### config.mk
export PLATFORM = sky130hd
export DESIGN_NAME = fuse_store
export DESIGN_NICKNAME = d
export VERILOG_FILES = /design/src/rtl/fuse_store_pkg.sv /design/src/rtl/fuse_cmd_decode.sv /design/src/rtl/fuse_array.sv /design/src/rtl/fuse_sig_area.sv /design/src/rtl/fuse_store.sv
export SDC_FILE = /design/constraint.sdc
export NUM_CORES = 1
export LEC_CHECK = 0
export BUFFER_PORTS_ARGS = -buffer_cell sky130_fd_sc_hd__buf_4
export CORE_ASPECT_RATIO = 0.5
export CORE_UTILIZATION = 45
export CTS_CLUSTER_SIZE = 28
export DETAILED_ROUTE_END_ITERATION = 10
export GPL_ROUTABILITY_DRIVEN = 0
export PLACE_DENSITY = 0.68
export SLEW_MARGIN = 0
export SYNTH_ARGS = -nofsm -noshare
export SYNTH_HDL_FRONTEND = slang
export SYNTH_SLANG_ARGS = --single-unit
### constraint.sdc
create_clock -name clk -period 1.81 [get_ports clk]
set_input_delay 0.181 -clock clk [delete_from_list [all_inputs] [get_ports clk]]
set_output_delay 0.181 -clock clk [all_outputs]
set_load 0.005 [all_outputs]
### src/rtl/fuse_store_pkg.sv
package fuse_store_pkg;

  typedef enum logic [2:0] {
    OP_IDLE    = 3'd0,
    OP_FUSE_WR = 3'd1,
    OP_FUSE_RD = 3'd2,
    OP_ERASE   = 3'd3,
    OP_SIG_WR  = 3'd4,
    OP_SIG_RD  = 3'd5,
    OP_PRELOAD = 3'd6,
    OP_SECURE  = 3'd7
  } op_e;

  // one action strobe per accepted command
  typedef struct packed {
    logic fz_wr;
    logic fz_rd;
    logic rd_deny;
    logic erase;
    logic sig_wr;
    logic sig_rd;
    logic pl_go;
    logic pl_deny;
    logic lock_set;
  } act_t;

  localparam int SIG_BITS = 64;

endpackage

### src/rtl/fuse_cmd_decode.sv
module fuse_cmd_decode
  import fuse_store_pkg::*;
(
  input  logic       valid,
  input  logic [2:0] cmd,
  input  logic       secured,
  output act_t       act
);

  op_e op;
  assign op = op_e'(cmd);

  always_comb begin
    act = '0;
    if (valid) begin
      case (op)
        OP_FUSE_WR: act.fz_wr    = 1'b1;
        OP_FUSE_RD: begin
          act.fz_rd   = !secured;
          act.rd_deny = secured;
        end
        OP_ERASE:   act.erase    = 1'b1;
        OP_SIG_WR:  act.sig_wr   = 1'b1;
        OP_SIG_RD:  act.sig_rd   = 1'b1;
        OP_PRELOAD: begin
          act.pl_go   = !secured;
          act.pl_deny = secured;
        end
        OP_SECURE:  act.lock_set = 1'b1;
        default:    act = '0;
      endcase
    end
  end

endmodule

### src/rtl/fuse_array.sv
module fuse_array #(
  parameter int WORDS  = 16,
  parameter int DW     = 16,
  parameter int AW     = 4
) (
  input  logic                clk,
  input  logic                rst_n,
  input  logic                wr_en,
  input  logic                erase,
  input  logic [AW-1:0]       addr,
  input  logic [DW-1:0]       wdata,
  output logic [DW-1:0]       rd_word,
  output logic [WORDS*DW-1:0] map
);

  // burning can only remove ones
  function automatic logic [DW-1:0] burn(input logic [DW-1:0] old_w,
                                         input logic [DW-1:0] new_w);
    return old_w & new_w;
  endfunction

  for (genvar i = 0; i < WORDS; i++) begin : g_word
    logic [DW-1:0] cell_q;
    logic          hit;
    assign hit = wr_en && (addr == AW'(i));

    always_ff @(posedge clk or negedge rst_n) begin
      if (!rst_n)      cell_q <= '1;
      else if (erase)  cell_q <= '1;
      else if (hit)    cell_q <= burn(cell_q, wdata);
    end

    assign map[i*DW +: DW] = cell_q;

    AST_BITS_ONLY_CLEAR: assert property (@(posedge clk) disable iff (!rst_n)
      !erase |=> ((cell_q & ~$past(cell_q)) == '0));
  end

  assign rd_word = map[addr*DW +: DW];

endmodule

### src/rtl/fuse_sig_area.sv
module fuse_sig_area #(
  parameter int DW = 16,
  parameter int SW = 4,
  parameter int SAW = 2
) (
  input  logic           clk,
  input  logic           rst_n,
  input  logic           wr_en,
  input  logic           erase,
  input  logic [SAW-1:0] addr,
  input  logic [DW-1:0]  wdata,
  output logic [DW-1:0]  rd_word
);

  logic [DW-1:0] sig_q [SW];

  always_ff @(posedge clk or negedge rst_n) begin
    if (!rst_n) begin
      for (int i = 0; i < SW; i++) sig_q[i] <= '1;
    end else if (erase) begin
      for (int i = 0; i < SW; i++) sig_q[i] <= '1;
    end else if (wr_en) begin
      sig_q[addr] <= wdata;
    end
  end

  assign rd_word = sig_q[addr];

  AST_SIG_TAKES_WRITE: assert property (@(posedge clk) disable iff (!rst_n)
    (wr_en && !erase) |=> (sig_q[$past(addr)] == $past(wdata)));

endmodule

### src/rtl/fuse_store.sv
module fuse_store
  import fuse_store_pkg::*;
#(
  parameter int DATA_W     = 16,
  parameter int FUSE_WORDS = 16,
  parameter int OUT_REGS   = 8,
  parameter int ADDR_W     = (FUSE_WORDS > 1) ? $clog2(FUSE_WORDS) : 1
) (
  input  logic                         clk,
  input  logic                         rst_n,
  input  logic                         valid,
  input  logic [2:0]                   cmd,
  input  logic [ADDR_W-1:0]            addr,
  input  logic [DATA_W-1:0]            wdata,
  output logic                         ack,
  output logic [DATA_W-1:0]            rdata,
  output logic                         locked,
  output logic [FUSE_WORDS*DATA_W-1:0] fuse_map,
  output logic                         preload_stb,
  output logic [OUT_REGS-1:0]          preload_val
);

  localparam int SIG_WORDS = SIG_BITS / DATA_W;
  localparam int SIG_AW    = (SIG_WORDS > 1) ? $clog2(SIG_WORDS) : 1;

  // named internal events
  act_t            act;
  logic            secured_q;
  logic [DATA_W-1:0] fuse_word;
  logic [DATA_W-1:0] sig_word;
  logic [DATA_W-1:0] rd_sel;
  logic            refused;

  fuse_cmd_decode u_dec (
    .valid   (valid),
    .cmd     (cmd),
    .secured (secured_q),
    .act     (act)
  );

  fuse_array #(.WORDS(FUSE_WORDS), .DW(DATA_W), .AW(ADDR_W)) u_fuses (
    .clk     (clk),
    .rst_n   (rst_n),
    .wr_en   (act.fz_wr),
    .erase   (act.erase),
    .addr    (addr),
    .wdata   (wdata),
    .rd_word (fuse_word),
    .map     (fuse_map)
  );

  fuse_sig_area #(.DW(DATA_W), .SW(SIG_WORDS), .SAW(SIG_AW)) u_sig (
    .clk     (clk),
    .rst_n   (rst_n),
    .wr_en   (act.sig_wr),
    .erase   (act.erase),
    .addr    (addr[SIG_AW-1:0]),
    .wdata   (wdata),
    .rd_word (sig_word)
  );

  always_ff @(posedge clk or negedge rst_n) begin
    if (!rst_n)            secured_q <= 1'b0;
    else if (act.erase)    secured_q <= 1'b0;
    else if (act.lock_set) secured_q <= 1'b1;
  end

  always_comb begin
    rd_sel = '0;
    if (act.fz_rd)       rd_sel = fuse_word;
    else if (act.sig_rd) rd_sel = sig_word;
  end

  assign refused = act.rd_deny | act.pl_deny;

  always_ff @(posedge clk or negedge rst_n) begin
    if (!rst_n) begin
      ack         <= 1'b0;
      rdata       <= '0;
      locked      <= 1'b0;
      preload_stb <= 1'b0;
      preload_val <= '0;
    end else begin
      ack         <= valid;
      rdata       <= rd_sel;
      locked      <= refused;
      preload_stb <= act.pl_go;
      if (act.pl_go) preload_val <= wdata[OUT_REGS-1:0];
    end
  end

  AST_ACK_AFTER_VALID: assert property (@(posedge clk) disable iff (!rst_n)
    valid |=> ack);
  AST_NO_SPURIOUS_ACK: assert property (@(posedge clk) disable iff (!rst_n)
    !valid |=> !ack);
  AST_ONE_ACTION: assert property (@(posedge clk) disable iff (!rst_n)
    $onehot0(act));
  AST_LOCKED_READS_ZERO: assert property (@(posedge clk) disable iff (!rst_n)
    (ack && locked) |-> (rdata == '0));
  AST_SECURED_NO_PRELOAD: assert property (@(posedge clk) disable iff (!rst_n)
    (secured_q && valid && cmd == OP_PRELOAD) |=> (!preload_stb && locked && $stable(preload_val)));
  AST_LOCK_STICKY: assert property (@(posedge clk) disable iff (!rst_n)
    (secured_q && !(valid && cmd == OP_ERASE)) |=> secured_q);
  AST_SECURE_AT_ONCE: assert property (@(posedge clk) disable iff (!rst_n)
    (valid && cmd == OP_SECURE) |=> secured_q);
  AST_ERASE_UNLOCKS: assert property (@(posedge clk) disable iff (!rst_n)
    (valid && cmd == OP_ERASE) |=> (!secured_q && (fuse_map == '1)));

endmodule

---- Yosys cells after proc, flatten, opt, wreduce, memory -nomap -nowiden ----
Index checks and enable logic that the tools add are counted.
word-level totals
  register bits after elaboration ......... 348
  input port bits ......................... 26
  logic and storage cells ................. 158
  output and inout bits ................... 283
cells by class
  equal/unequal tests ..................... 22
  shift operators ......................... 1
  bitwise operators ....................... 18
  $lt $le $gt $ge ......................... 2
  reduce and logical (&&, ||, !) cells .... 37
  multiplexer cells ....................... 52
operators by type and width
  operator              count
  $mux W16              37
  $and A16 B16 Y16      16
  $shiftx A256 B9 Y16   1
  $mux W64              2
  $bwmux W64            1
  $reduce_bool A2 Y1    18
  $bmux W16 S2          1
  $demux W16 S2         1
  $eq A4 B4 Y1 const B  8
  $logic_and A1 B1 Y1   17
  $eq A4 B3 Y1 const B  4
  $eq A3 B3 Y1 const B  4
  $mux W9               1
  $eq A4 B2 Y1 const B  2
  $mux W1               7
  $eq A3 B2 Y1 const B  2
  $eq A4 B1 Y1 const B  1
  $logic_not A4 Y1      1
  $mux W2               2
  $eq A3 B1 Y1 const B  1
  $ge A3 B3 Y1 const B  1
  $lt A3 B1 Y1 const B  1
  $not A2 Y3            1
  $logic_not A1 Y1      1
  $or A1 B1 Y1          1

---- Depth between registers and ports, before layout ----
  depth in word-level cells ............... 8
  gate-level depth with buffers ........... 8
  mapped depth without buffers ............ 4

---- Hierarchy ----
A second synthesis with hierarchy kept.
unflattened totals
  cell total of the unflattened synthesis .. 1313
  area total of the unflattened synthesis .. 16754.8 um^2
modules (own cells, without submodules)
  module           area an instance (um^2)  sequential area each (um^2)  times used  cells an instance
  fuse_array       12633.4                  6726.5                       1           1027
  fuse_sig_area    3042.9                   1681.6                       1           209
  fuse_store       1007.2                   700.7                        1           62
  fuse_cmd_decode  71.3                     0.0                          1           15

---- Worst setup path after synthesis ----
Ideal clock, no wire load.
  kind .................................... register -> register
  start point ............................. register secured_q
  end point ............................... register preload_val[0]
  setup slack ............................. 0.342 ns
  clock period less this slack ............ 1.468 ns
  buffers on the path ..................... 1
  stages on the path, launching flop included .. 5
  required time ........................... 1.685 ns
  arrival ................................. 1.343 ns
  library setup time ...................... 0.125 ns
  cells stage by stage .................... dfrtp_1 nand4bb_4 or2_2 buf_2 mux2_2
between the ends
  word-level cells in the longest chain between the ends .. 3
ends and longest elaborated chain
  element                 RTL line               text
  start, declared         fuse_store.sv:28       logic secured_q;
  start signal, assigned  fuse_store.sv:63       if (!rst_n) secured_q <= 1'b0;
  start signal, assigned  fuse_store.sv:64       else if (act.erase) secured_q <= 1'b0;
  start signal, assigned  fuse_store.sv:65       else if (act.lock_set) secured_q <= 1'b1;
  $logic_not A1 Y1        fuse_cmd_decode.sv:26  act.pl_go = !secured;
  $mux W2                 fuse_cmd_decode.sv:16  case (op)
  $mux W9                 fuse_cmd_decode.sv:15  if (valid) begin
  end signal, assigned    fuse_store.sv:88       if (act.pl_go) preload_val <= wdata[OUT_REGS-1:0];
  end, declared           fuse_store.sv:20       output logic [OUT_REGS-1:0] preload_val
Every way passes these cells.
A chain may end at the register's enable or synchronous reset.

---- Final worst setup path ----
  start point ............................. register secured_q
  end point ............................... register preload_val[7]
The elaborated chain is that of the path after synthesis.

==> results.py <==
metrics = {
    "run_status": {
        "status": "complete, no violations",
    },
    "grt": {
        "grt_pass1_wl_um": 80500,
        "grt_util_met3": 0.0788,
        "grt_use_met2": 0.440,
        "grt_overflow": 0,
        "antenna_found_initial": 1,
        "grt_use_total": 0.298,
        "grt_max_degree": 85,
        "busiest_layer": "met2",
        "grt_use_met1": 0.419,
        "grt_pass1_vias": 12700,
    },
    "placement": {
        "dpl-instance-area_um2": 18700,
        "hpwl_um": 36900,
        "port_buffers": 308,
    },
    "finish": {
        "drive_gt1_frac": 0.469,
        "design_area_um2": 20000,
        "antenna_cells": 0,
        "area_delta_synth_final_pct": 26.9,
        "layout_common_cells": "373 x nand2_1, 357 x buf_4, 320 x dfstp_2",
        "layout_commonest_cell": "nand2_1",
        "nFillCells": 2736,
        "nets": 1767,
    },
    "cts": {
        "cts.sinks": 348,
        "root_buffer": "clkbuf_16",
        "clk_path_buf_depth": 3,
        "clkSlewWorstSetupHoldPaths_ns": 0.06,
        "tritoncts": "yes",
        "cts.repair.resized": 0,
        "cts-buffers-inserted": 34,
        "clk_latency_ns": 0.54,
        "htreeDepth": 2,
    },
    "critical_path": {
        "regToRegSetupSlack_ns": 0.23,
        "crit_type": "flip-flop to flip-flop",
        "crit_path_start_kind": "flip-flop",
        "worstSetupEndpointType": "flip-flop",
        "rr_startpoint": "secured_q",
        "crit_fanout": 9,
        "r2r_end": "preload_val[7]",
        "required_ns": 2.21,
        "r2r_cells": 3,
        "crit_arrival_ns": 1.99,
    },
    "die": {
        "dieArea_um2": 35800,
        "start_util": 0.466,
        "core-area_um2": 33800,
        "die_w_um": 267,
        "rows": 47,
        "fp.dieH_um": 134,
        "pin_count": 309,
    },
    "sta": {
        "worst_pin_slew_ns": 0.721,
        "final.period_utilization": 0.875,
        "relSlewSlack": 0.520,
        "skew_ns": 0.0148,
        "rsz0062_at_grt": "false",
        "layout_min_cycle_time_ns": 1.58,
        "max_freq_mhz": 632,
        "finalSetupViolCount": 0,
        "final-max-slew-violation-count": 0,
        "hold_viol": 0,
        "fin_tns_setup_ns": 0,
    },
    "detailed_routing": {
        "drc": 0,
        "finalWirelength_um": 53400,
        "drtAntennaViolNets": 0,
        "drt_iter0_drc": 1415,
        "wl_per_cell_um": 23.9,
        "viasPerCell": 5.86,
        "vias": 13100,
        "drt_pass1_iterations": 6,
    },
    "min_path": {
        "min_path_cells": 3,
        "min_from": "wdata[7]",
        "holdPathEnd": "u_sig.sig_q[55]",
        "min_path_type": "primary input to flip-flop",
    },
    "synth": {
        "ys_types": 39,
        "yosysSeqAreaShare": 0.579,
        "netlist_top_cells_area": "dfstp_2 53%, nand2_1 8.9%, o21ai_0 7.2%",
        "synth_top_area_cell": "dfstp_2",
        "ys_seq_elements": 348,
        "synth_area_per_cell_um2": 10.9,
        "synth_area_um2": 15700,
        "synth_nets": 1475,
        "yosys_warnings": 0,
        "synth_top_area_share": 0.534,
        "syn_inst": 1449,
    },
    "power_and_ir_drop": {
        "p_leak_nw": 8.22,
        "power.density_nw_per_um2": 1020,
        "vdd_drop_max_mv": 0.448,
    },
    "flow_run": {
        "maxCapViolations": 0,
    },
}
==> where the power goes <==
part | switching, mW | internal [mW] | total [mW]
Sequential | 0.634 | 9.17 | 9.80
Clock | 3.07 | 4.43 | 7.50
Combinational | 1.57 | 1.51 | 3.08
==> metal layers <==
layer,share of wire,wire [um]
met1,0.42,22200
met2,0.45,23900
met3,0.097,5170
met4,0.040,2160
met5,0,0
==> timing repair <==
item	in CTS	in global routing
endpoints found under the hold margin	66	0
hold buffers	9	0
endpoints found under the setup margin	0	0
setup buffers	0	0
==> final cells by class <==
| cell class | count | area [um^2] | share of cell area |
|---|---|---|---|
| flip-flops and latches | 348 | 9110 | 0.456 |
| multi-input cells | 968 | 5930 | 0.297 |
| repair buffers | 387 | 3180 | 0.159 |
| clock buffers | 56 | 1100 | 0.0549 |
| well taps | 465 | 582 | 0.0291 |
| clock inverters | 5 | 75.1 | 0.00376 |
| inverters | 2 | 7.51 | 0.000376 |
==> synthesized netlist by cell type (all sizes together) <==
master and number:
nor3b 2, nand3 94, dfrtp 28, nand4bb 1
dfstp 320, nand4 5, mux2i 65, clkbuf 84
nor3 1, o21ai 257, inv 2, nand2 373
a22oi 48, a21oi 15, and2b 4, mux2 8
a31o 1, nor2 33, and4b 3, or2 1
mux4 48, buf 47, and2 5, nor2b 2
and4bb 2
==> through the flow <==
step / util / total power, mW / instances / worst slack (ns) / hold slack (ns)
floorplan: - / 11.1 / 1449 / 0.342 / -0.115
global placement: 0.554 / 12.8 / 2161 / 0.0444 / 0.117
detailed placement: 0.554 / 12.9 / 2161 / 0.0261 / 0.127
CTS: 0.592 / 20.4 / 2231 / 0.248 / 0.00231
global route: 0.592 / 21.1 / 2231 / 0.151 / 0.0115
finish: 0.592 / 20.4 / 2231 / 0.226 / 0.0227
==> flip-flops by register name, summed over array words and instances, names as in the netlist <==
name	cells
ack	1
locked	1
preload_stb	1
preload_val	8
rdata	16
secured_q	1
u_fuses.g_word.cell_q	256
u_sig.sig_q	64
==> cells by family (layout without fill, tap and decap cells) <==
group	after synthesis	after routing	synth area share
AOI/OAI and AO/OA	321	321	0.110
and+or+nand+nor	526	526	0.151
buffers and inverters	133	450	0.0448
muxes	121	121	0.116
DFF	348	348	0.579
==> how the worst max path moves through the flow <==
stage / from / end / slack, ns / depth (start not counted)
2_1_floorplan: secured_q / preload_val[0] / 0.34 / 4
3_3_place_gp: addr[0] / rdata[10] / 0.04 / 5
3_5_place_dp: addr[0] / rdata[10] / 0.03 / 5
4_1_cts: secured_q / preload_val[7] / 0.25 / 3
5_1_grt: valid / u_fuses.g_word[15].cell_q[10] / 0.15 / 8
6_report: secured_q / preload_val[7] / 0.23 / 3
==> worst max-delay path: stages, from the launching register on <==
cell and delay [ns]:
dfrtp_1 0.40, nand4bb_4 0.30, or2_2 0.44, mux2_2 0.32
Power figures use the tool's default switching activity.
